[config.mk]
export PLATFORM = sky130hd
export DESIGN_NAME = lldma_seq
export DESIGN_NICKNAME = d
export VERILOG_FILES = /design/src/rtl/lldma_pkg.sv /design/src/rtl/lldma_linkreg.sv /design/src/rtl/lldma_bufregs.sv /design/src/rtl/lldma_seq.sv
export SDC_FILE = /design/constraint.sdc
export NUM_CORES = 1
export LEC_CHECK = 0
export ABC_CLOCK_PERIOD_IN_PS = 2710
export BUFFER_PORTS_ARGS = -buffer_cell sky130_fd_sc_hd__buf_2
export CORE_MARGIN = 2
export CORE_UTILIZATION = 37
export CTS_BUF_LIST = sky130_fd_sc_hd__clkbuf_4 sky130_fd_sc_hd__clkbuf_8
export CTS_CLUSTER_SIZE = 30
export DETAILED_ROUTE_END_ITERATION = 16
export GPL_TIMING_DRIVEN = 0
export SLEW_MARGIN = 20
export SYNTH_ARGS = -nofsm -noshare
export SYNTH_HDL_FRONTEND = slang
export SYNTH_SLANG_ARGS = --single-unit
[constraint.sdc]
create_clock -name clk -period 2.71 [get_ports clk]
set_input_delay 0.542 -clock clk [delete_from_list [all_inputs] [get_ports clk]]
set_output_delay 0.542 -clock clk [all_outputs]
set_load 0.02 [all_outputs]
[src/rtl/lldma_pkg.sv]
package lldma_pkg;
    typedef enum logic [2:0] {
        ST_IDLE, ST_RUN, ST_FLINK, ST_FADDR, ST_FSIZE, ST_CHECK, ST_DONE, ST_ERR
    } seq_state_e;

    localparam int LNK_MORE = 31;
    localparam int LNK_SIZE = 30;
    localparam int LNK_RDY  = 29;

    localparam logic [1:0] SEL_LINK  = 2'd0;
    localparam logic [1:0] SEL_BASE  = 2'd1;
    localparam logic [1:0] SEL_BADDR = 2'd2;
    localparam logic [1:0] SEL_BSIZE = 2'd3;
endpackage

[src/rtl/lldma_linkreg.sv]
module lldma_linkreg #(
    parameter int OFS_W = 16
) (
    input  logic        clk,
    input  logic        rst_n,
    input  logic        sw_we,
    input  logic [31:0] sw_data,
    input  logic        hw_we,
    input  logic [31:0] hw_data,
    output logic [31:0] link_o
);
    localparam logic [31:0] KEEP = {3'b111, {(29-OFS_W){1'b0}}, {(OFS_W-2){1'b1}}, 2'b00};

    logic [31:0] link_d, link_q;

    always_comb begin
        link_d = link_q;
        if (hw_we)      link_d = hw_data & KEEP;
        else if (sw_we) link_d = sw_data & KEEP;
    end

    always_ff @(posedge clk or negedge rst_n) begin
        if (!rst_n) link_q <= '0;
        else        link_q <= link_d;
    end

    assign link_o = link_q;

    // software is gated while the chain runs, so it never meets a descriptor load
    assert_one_writer_R9: assert property (@(posedge clk) disable iff (!rst_n)
        !(hw_we && sw_we));
endmodule

[src/rtl/lldma_bufregs.sv]
module lldma_bufregs #(
    parameter int AW = 32,
    parameter int SW = 16
) (
    input  logic          clk,
    input  logic          rst_n,
    input  logic          sw_we_base,
    input  logic          sw_we_addr,
    input  logic          sw_we_size,
    input  logic [31:0]   sw_data,
    input  logic          hw_we_addr,
    input  logic          hw_we_size,
    input  logic [31:0]   hw_data,
    output logic [AW-1:0] base_o,
    output logic [AW-1:0] addr_o,
    output logic [SW-1:0] size_o
);
    typedef struct packed {
        logic [AW-1:0] base;
        logic [AW-1:0] addr;
        logic [SW-1:0] size;
    } regs_t;

    regs_t r_d, r_q;

    always_comb begin
        r_d = r_q;
        if (sw_we_base) r_d.base = {sw_data[AW-1:2], 2'b00};
        if (hw_we_addr)      r_d.addr = hw_data[AW-1:0];
        else if (sw_we_addr) r_d.addr = sw_data[AW-1:0];
        if (hw_we_size)      r_d.size = hw_data[SW-1:0];
        else if (sw_we_size) r_d.size = sw_data[SW-1:0];
    end

    always_ff @(posedge clk or negedge rst_n) begin
        if (!rst_n) r_q <= '0;
        else        r_q <= r_d;
    end

    assign base_o = r_q.base;
    assign addr_o = r_q.addr;
    assign size_o = r_q.size;

    // a descriptor never reloads the size in the same cycle as the address
    assert_size_apart_R6: assert property (@(posedge clk) disable iff (!rst_n)
        !(hw_we_addr && hw_we_size));
endmodule

[src/rtl/lldma_seq.sv]
module lldma_seq
    import lldma_pkg::*;
#(
    parameter int AW    = 32,
    parameter int SW    = 16,
    parameter int OFS_W = 16
) (
    input  logic          clk,
    input  logic          rst_n,
    input  logic          cfg_we,
    input  logic [1:0]    cfg_sel,
    input  logic [31:0]   cfg_wdata,
    input  logic          start,
    input  logic          buf_done,
    output logic          buf_go,
    output logic          busy,
    output logic          done,
    output logic          err,
    output logic          mem_req,
    output logic [AW-1:0] mem_addr,
    input  logic          mem_valid,
    input  logic          mem_err,
    input  logic [31:0]   mem_rdata,
    output logic [AW-1:0] buf_addr,
    output logic [SW-1:0] buf_size,
    output logic [31:0]   link_word
);
    localparam logic [AW-1:0] W1_OFS = AW'(4);
    localparam logic [AW-1:0] W2_OFS = AW'(8);

    typedef struct packed {
        seq_state_e    st;
        logic [AW-1:0] ptr;
        logic          uls;
    } seq_t;

    seq_t s_d, s_q;
    logic link_hw_we, addr_hw_we, size_hw_we;
    logic cfg_ok;
    logic [AW-1:0] base_addr;

    assign cfg_ok = cfg_we && !busy;

    lldma_linkreg #(.OFS_W(OFS_W)) u_link (
        .clk(clk), .rst_n(rst_n),
        .sw_we(cfg_ok && cfg_sel == SEL_LINK), .sw_data(cfg_wdata),
        .hw_we(link_hw_we), .hw_data(mem_rdata),
        .link_o(link_word)
    );

    lldma_bufregs #(.AW(AW), .SW(SW)) u_bufs (
        .clk(clk), .rst_n(rst_n),
        .sw_we_base(cfg_ok && cfg_sel == SEL_BASE),
        .sw_we_addr(cfg_ok && cfg_sel == SEL_BADDR),
        .sw_we_size(cfg_ok && cfg_sel == SEL_BSIZE),
        .sw_data(cfg_wdata),
        .hw_we_addr(addr_hw_we), .hw_we_size(size_hw_we), .hw_data(mem_rdata),
        .base_o(base_addr), .addr_o(buf_addr), .size_o(buf_size)
    );

    always_comb begin
        s_d        = s_q;
        link_hw_we = 1'b0;
        addr_hw_we = 1'b0;
        size_hw_we = 1'b0;
        mem_req    = 1'b0;
        mem_addr   = s_q.ptr;
        case (s_q.st)
            ST_IDLE, ST_DONE, ST_ERR: begin
                if (start) s_d.st = ST_RUN;
            end
            ST_RUN: begin
                if (buf_done) begin
                    if (link_word[LNK_MORE]) begin
                        s_d.st  = ST_FLINK;
                        s_d.ptr = base_addr + AW'(link_word[OFS_W-1:0]);
                        s_d.uls = link_word[LNK_SIZE];
                    end else begin
                        s_d.st = ST_DONE;
                    end
                end
            end
            ST_FLINK: begin
                mem_req = 1'b1;
                if (mem_valid) begin
                    if (mem_err) s_d.st = ST_ERR;
                    else begin
                        link_hw_we = 1'b1;
                        s_d.st     = ST_FADDR;
                    end
                end
            end
            ST_FADDR: begin
                mem_req  = 1'b1;
                mem_addr = s_q.ptr + W1_OFS;
                if (mem_valid) begin
                    if (mem_err) s_d.st = ST_ERR;
                    else begin
                        addr_hw_we = 1'b1;
                        s_d.st     = s_q.uls ? ST_FSIZE : ST_CHECK;
                    end
                end
            end
            ST_FSIZE: begin
                mem_req  = 1'b1;
                mem_addr = s_q.ptr + W2_OFS;
                if (mem_valid) begin
                    if (mem_err) s_d.st = ST_ERR;
                    else begin
                        size_hw_we = 1'b1;
                        s_d.st     = ST_CHECK;
                    end
                end
            end
            ST_CHECK: begin
                s_d.st = link_word[LNK_RDY] ? ST_RUN : ST_ERR;
            end
            default: s_d.st = ST_IDLE;
        endcase
    end

    always_ff @(posedge clk or negedge rst_n) begin
        if (!rst_n) s_q <= '{st: ST_IDLE, ptr: '0, uls: 1'b0};
        else        s_q <= s_d;
    end

    assign buf_go = (s_q.st == ST_RUN);
    assign busy   = (s_q.st != ST_IDLE) && (s_q.st != ST_DONE) && (s_q.st != ST_ERR);
    assign done   = (s_q.st == ST_DONE);
    assign err    = (s_q.st == ST_ERR);

    assert_first_go_R2: assert property (@(posedge clk) disable iff (!rst_n)
        (start && !busy) |=> (buf_go && busy));

    assert_last_item_R5: assert property (@(posedge clk) disable iff (!rst_n)
        (buf_go && buf_done && !link_word[LNK_MORE]) |=> (done && !mem_req));

    assert_not_ready_R7: assert property (@(posedge clk) disable iff (!rst_n)
        (s_q.st == ST_CHECK && !link_word[LNK_RDY]) |=> (err && !buf_go));

    assert_read_err_R8: assert property (@(posedge clk) disable iff (!rst_n)
        (mem_req && mem_valid && mem_err) |=> err);

    assert_cfg_locked_R9: assert property (@(posedge clk) disable iff (!rst_n)
        (busy && cfg_we && cfg_sel == SEL_LINK && !(mem_req && mem_valid)) |=> $stable(link_word));

    assert_hold_req_R10: assert property (@(posedge clk) disable iff (!rst_n)
        (mem_req && !mem_valid) |=> (mem_req && $stable(mem_addr)));
endmodule

Word level (Yosys, flattened, before mapping). Cells that the tools add are included.

Register bits after elaboration: 146. Bits of input ports: 73. Output and inout bits: 117. Word-level logic and storage cells: 71.

Add/subtract/negate cells: 3. Equality and inequality tests: 17. Muxes and demuxes: 26. Reduce and logical (&&, ||, !) cells: 18.

Operators by type and width (count): two-way mux 32 bit (4); case mux 32 bit (2 select lines) (1); two-way mux 36 bit (1); two-way mux 33 bit (1); adder 32 x 16 -> 32 bit (1); adder 32 x 3 -> 32 bit (second input constant) (1); adder 32 x 4 -> 32 bit (second input constant) (1); two-way mux 16 bit (2); two-way mux 3 bit (7); case mux 3 bit (6 select lines) (1); equality test 3 bit (second input constant) (4); != test 2 bit (second input constant) (5); logical AND 1 bit (7); two-way mux 1 bit (7); equality test 3 x 2 -> 1 bit (second input constant) (2); != test 3 bit (second input constant) (2); nonzero test 2 bit (3); OR reduction 3 bit (2); AND reduction 5 bit (1); equality test 2 bit (second input constant) (2); two-way mux 2 bit (2); equality test 3 x 1 -> 1 bit (second input constant) (1); zero test 3 bit (1); AND reduction 3 bit (1); 4 further kinds (4).

Longest topological paths before layout.
Word-level depth: 8. Depth in mapped cells: 10. Gate-level depth less buffers: 10.

Cells and area by module. A second synthesis with hierarchy kept.

Cell total of the unflattened synthesis: 779. Area, all modules: 7594.8 µm².

By module, submodules not included: lldma_bufregs (times used 1, cells each 274, area each 3399.5 µm²); lldma_seq (times used 1, cells each 416, area each 3285.7 µm²); lldma_linkreg (times used 1, cells each 89, area each 909.6 µm²).

Least setup slack after synthesis. Ideal clock, no wire load.

Kind: register to register. Start: reg u_link.link_q[2] (netlist: u_link.link_o[2]). End: reg s_q[31] (netlist name). Arrival time: 2.423 ns. Setup slack: 0.205 ns. Cell stages (with the launch flop): 11. Buffers on the path: 0. Path through: dfrtp_1 -> ha_1 -> inv_1 -> fa_1 -> nand2b_1 -> a21oi_1 -> o211ai_1 -> a31oi_4 -> o21ai_2 -> or3_1 -> a31oi_1.

Cells in the longest elaborated chain, start to end: 1.

Ends and longest elaborated chain: start, declared (RTL line lldma_linkreg.sv:14) `logic [31:0] link_d, link_q;`; start signal, assigned (RTL line lldma_linkreg.sv:24) `else link_q <= link_d;`; adder 32 x 16 -> 32 bit (RTL line lldma_seq.sv:76) `s_d.ptr = base_addr + AW'(link_word[OFS_W-1:0]);`; end signal, assigned (RTL line lldma_seq.sv:123) `if (!rst_n) s_q <= '{st: ST_IDLE, ptr: '0, uls: 1'b0};`; end, declared (RTL line lldma_seq.sv:37) `seq_t s_d, s_q;`.

Every way passes these cells. A chain may end at the register's enable or synchronous reset.

Worst setup path after layout.
Start: reg s_q[18] (netlist name). End: out mem_addr[26].

Cells in the longest elaborated chain, start to end: 2.

Ends and longest elaborated chain: adder 32 x 4 -> 32 bit or adder 32 x 3 -> 32 bit (tied branches) (RTL line lldma_seq.sv:106, lldma_seq.sv:95); case mux 32 bit (2 select lines) (*) (RTL line lldma_seq.sv:68) `case (s_q.st)`; end, declared (RTL line lldma_seq.sv:20) `output logic [AW-1:0] mem_addr,`.

Every way passes the cells marked *; elsewhere a longest branch is shown, timed or not.

==> summary.txt <==
Yosys
  • Post-Syn Instances: 765
  • Post-synth cell types: 68
  • Async SR Flop Fraction: 1.00
  • Yosys warning total: 0
  • Area share of the largest cell type after synthesis: 0.436
  • Post-synth top flop: dfrtp_1
  • Ranking of synthesized cells by area: dfrtp_1 (44%), mux2i_1 (9.1%), a21oi_1 (4.8%)
  • Mapped Area: 7410 um^2
  • Most frequent cell after synthesis: dfrtp_1
  • Mean Syn Cell Area: 9.68 um^2
  • Post-synth EDFFs: 0
  • Largest area contributor in the synthesized netlist: dfrtp_1
  • Sequential share of the synthesized area: 0.436
  • Synth cell count leaders: dfrtp_1 (129), nand2_1 (87), nor2_1 (74)
  • #FFs+latches synth: 129

Critical path
  • Worst-path fanout max: 3
  • Reg2reg end: u_bufs.addr_o[12]
  • Critical-path top delay cell: dfrtp_1
  • Sequence of cells on the critical path: nand4_1, nor2_2, nor4b_4, and2_4, and3_4, nand3_2, mux2_4, buf_6
  • CP endpoint: mem_addr[26]
  • Worst Path Required: 2.17 ns
  • Reg2reg start: s_q[34]
  • Critical path class: register to primary output
  • CP startpoint kind: register
  • Flop2flop setup slack: 0.17 ns
  • Max stage delay on crit path: 0.40 ns
  • R2R depth: 9
  • Crit. End Element: primary output
  • WP data arrival: 2.34 ns
  • Critical path origin: s_q[18]

Clock tree
  • Clock Path Buffers: 2
  • CTS tree: yes
  • Cts bufs inserted: 17
  • Clock sink total: 129
  • Worst skew pair latency: 0.46 ns
  • Root Driver: clkbuf_8
  • Clock transition at path regs: 0.07 ns
  • H-tree levels: 4

Run status
  • Failing checks: negative setup slack
  • Status: finished, violations left

GRT
  • Grt ovf: 0
  • First-pass GRT wire length: 34.1 mm
  • Top Usage Layer GRT: met2
  • Gr usage total: 0.202
  • Met3 Use GR: 0.0502
  • Number of global-route vias before repair: 6282
  • Initial antenna violation count: 2
  • Largest net degree at the start of global routing: 96
  • M1 GR Usage: 0.272
  • Met2 Track Usage GR: 0.325

Timing
  • Clock skew: 0.0129 ns
  • Setup_tns: -1.23 ns
  • Final Cycle Share: 1.06
  • Worst-margin pin slew: 0.860 ns
  • Slew HR: 0.427
  • Hold Vio Cnt, Final: 0
  • Worst Setup Slack, final: -0.168 ns
  • Min Hold Slack: 0.342 ns
  • Fmax: 0.347 GHz
  • Unrepaired setup endpoints after global routing: true
  • Final setup fails: 14
  • Min cycle time layout: 2.88 ns
  • Max Slew Vio Count: 0

Power and ir drop
  • LEAKAGE: 4.79 nW
  • Psw: 5.06 mW
  • Power density over cell area: 1170 nW/um^2
  • Final Total Pwr: 11.3 mW
  • Internal Pwr Total: 6.22 mW
  • Comb power frac: 0.514
  • Sequential Power Share: 0.321
  • Sw Ratio: 0.448
  • Clock group share of total power: 0.165
  • Peak VDD IR: 562 uV

Detailed routing
  • Vias: 6354
  • Drt first-iter violations: 330
  • Remaining DRCs: 0
  • Wire length per cell: 16.6 um
  • Overall routed net length: 21.3 mm
  • Vias per cell: 4.94
  • Remaining antenna violation count: 0
  • First-pass DRT Iterations: 5

Floorplan
  • Core Area: 19500 um^2
  • # IOs: 190
  • Die width: 145 um
  • # rows: 51
  • Die area: 21200 um^2
  • Initial Utilization: 0.379
  • Die Y: 145 um

Final layout
  • Share of layout cells above drive strength 1: 0.347
  • P&R area growth vs syn: 29.9%
  • Layout Nets: 1096
  • Multi-input logic area: 4030 um^2
  • Filler cell count: 1886
  • Non-Filler Cell Area, Final: 9620 um^2
  • Reg area: 3230 um^2

Placed design
  • Final estimated routing congestion in global placement: 0.868
  • IO buf count: 172
  • Hpwl dp: 15.9 mm
  • DP Area: 8700 um^2

Job
  • Max Cap Violations: 0

Min path
  • Hold WC Path Type: primary input to register
-- cell usage in the layout, fill, tap and decap left out, types with 8 or more instances in the layout --
| master | count |
|---|---|
| nand3_1 | 13 |
| conb_1 | 17 |
| clkbuf_8 | 20 |
| buf_4 | 59 |
| mux2_2 | 30 |
| nor2_1 | 73 |
| nand4_1 | 8 |
| buf_6 | 10 |
| dfrtp_1 | 125 |
| buf_2 | 166 |
| ha_1 | 15 |
| nand2_1 | 86 |
| a21oi_1 | 70 |
| xnor2_1 | 18 |
| clkbuf_1 | 17 |
| o21ai_0 | 51 |
| inv_1 | 9 |
| mux2i_1 | 67 |
| xor2_1 | 25 |
| and3_1 | 8 |
-- stage by stage --
step / cells / util / worst slack [ns]
2_1_floorplan: 781 / - / 0.205
3_3_place_gp: 1218 / 0.443 / -0.801
3_5_place_dp: 1219 / 0.445 / 0.00668
4_1_cts: 1276 / 0.485 / -0.166
5_1_grt: 1284 / 0.493 / -0.281
6_report: 1286 / 0.493 / -0.168
-- power groups by stage --
stage               registers [mW]  logic (mW)  clock network (mW)
floorplan                     4.06        3.10                   0
finish                        3.62        5.79                1.86
global route                  3.74        6.35                2.00
global placement              3.62        5.32                   0
CTS                           3.59        5.69                1.91
detailed placement            3.66        5.38                   0
-- state kept, by name (all words and copies together), names as in the netlist --
| signal | flops |
|---|---|
| u_link.link_o | 17 |
| s_q | 34 |
| u_bufs.size_o | 16 |
| u_bufs.base_o | 30 |
| u_bufs.addr_o | 32 |
-- metal layers --
layer / routed length (um) / share of wire
met5: 0 / 0
met3: 1210 / 0.057
met4: 277 / 0.013
met2: 10000 / 0.47
met1: 9820 / 0.46
-- logic make-up (layout without fill, tap and decap cells) --
group                      count (synthesis)  count (layout)  share of synthesized area
other                                      1              19                   0.000506
AOI/OAI and AO/OA                        170             170                      0.137
xor gates and xnor gates                  46              46                     0.0544
DFF                                      129             129                      0.436
muxes                                     98              98                      0.138
adders and majority gates                 17              17                     0.0297
buffers and inverters                     64             302                     0.0475
and+or+nand+nor                          240             240                      0.157
-- worst max-delay path, delay by kind of cell, from the launching register on --
kind / cells / cell delay, ns
DFF: 1 / 0.40
muxes: 1 / 0.31
and+or+nand+nor: 6 / 1.04
buffers and inverters: 1 / 0.13
-- worst min-delay path by stage --
stage / depth (start not counted) / from / slack, ns / to
after floorplan: 0 / rst_n / 0.25 / s_q[0]
after global placement: 2 / s_q[0] / 0.46 / s_q[0]
after CTS: 2 / cfg_wdata[18] / 0.32 / u_bufs.base_o[18]
final: 2 / cfg_wdata[18] / 0.34 / u_bufs.base_o[18]
after detailed placement: 1 / rst_n / 0.44 / u_bufs.addr_o[13]
after global routing: 2 / cfg_wdata[18] / 0.32 / u_bufs.base_o[18]
-- final cells by class --
| cell class | instances | share of cell area |
|---|---|---|
| inverters | 10 | 0.00416 |
| well taps | 265 | 0.0345 |
| diodes | 2 | 0.000520 |
| flip-flops and latches | 129 | 0.336 |
| multi-input cells | 588 | 0.418 |
| clock buffers | 20 | 0.0280 |
| clock inverters | 12 | 0.0189 |
| repair buffers | 206 | 0.126 |
| plain buffers | 54 | 0.0338 |
-- timing repair --
item / 4_1_cts / 5_1_grt
pin swaps: 11 / 11
hold buffers: 1 / 0
setup endpoints to repair: 24 / 41
gates resized for setup: 38 / 28
endpoints found under the hold margin: 34 / 0
setup buffers: 25 / 8
(Power assumes the default switching activity.)
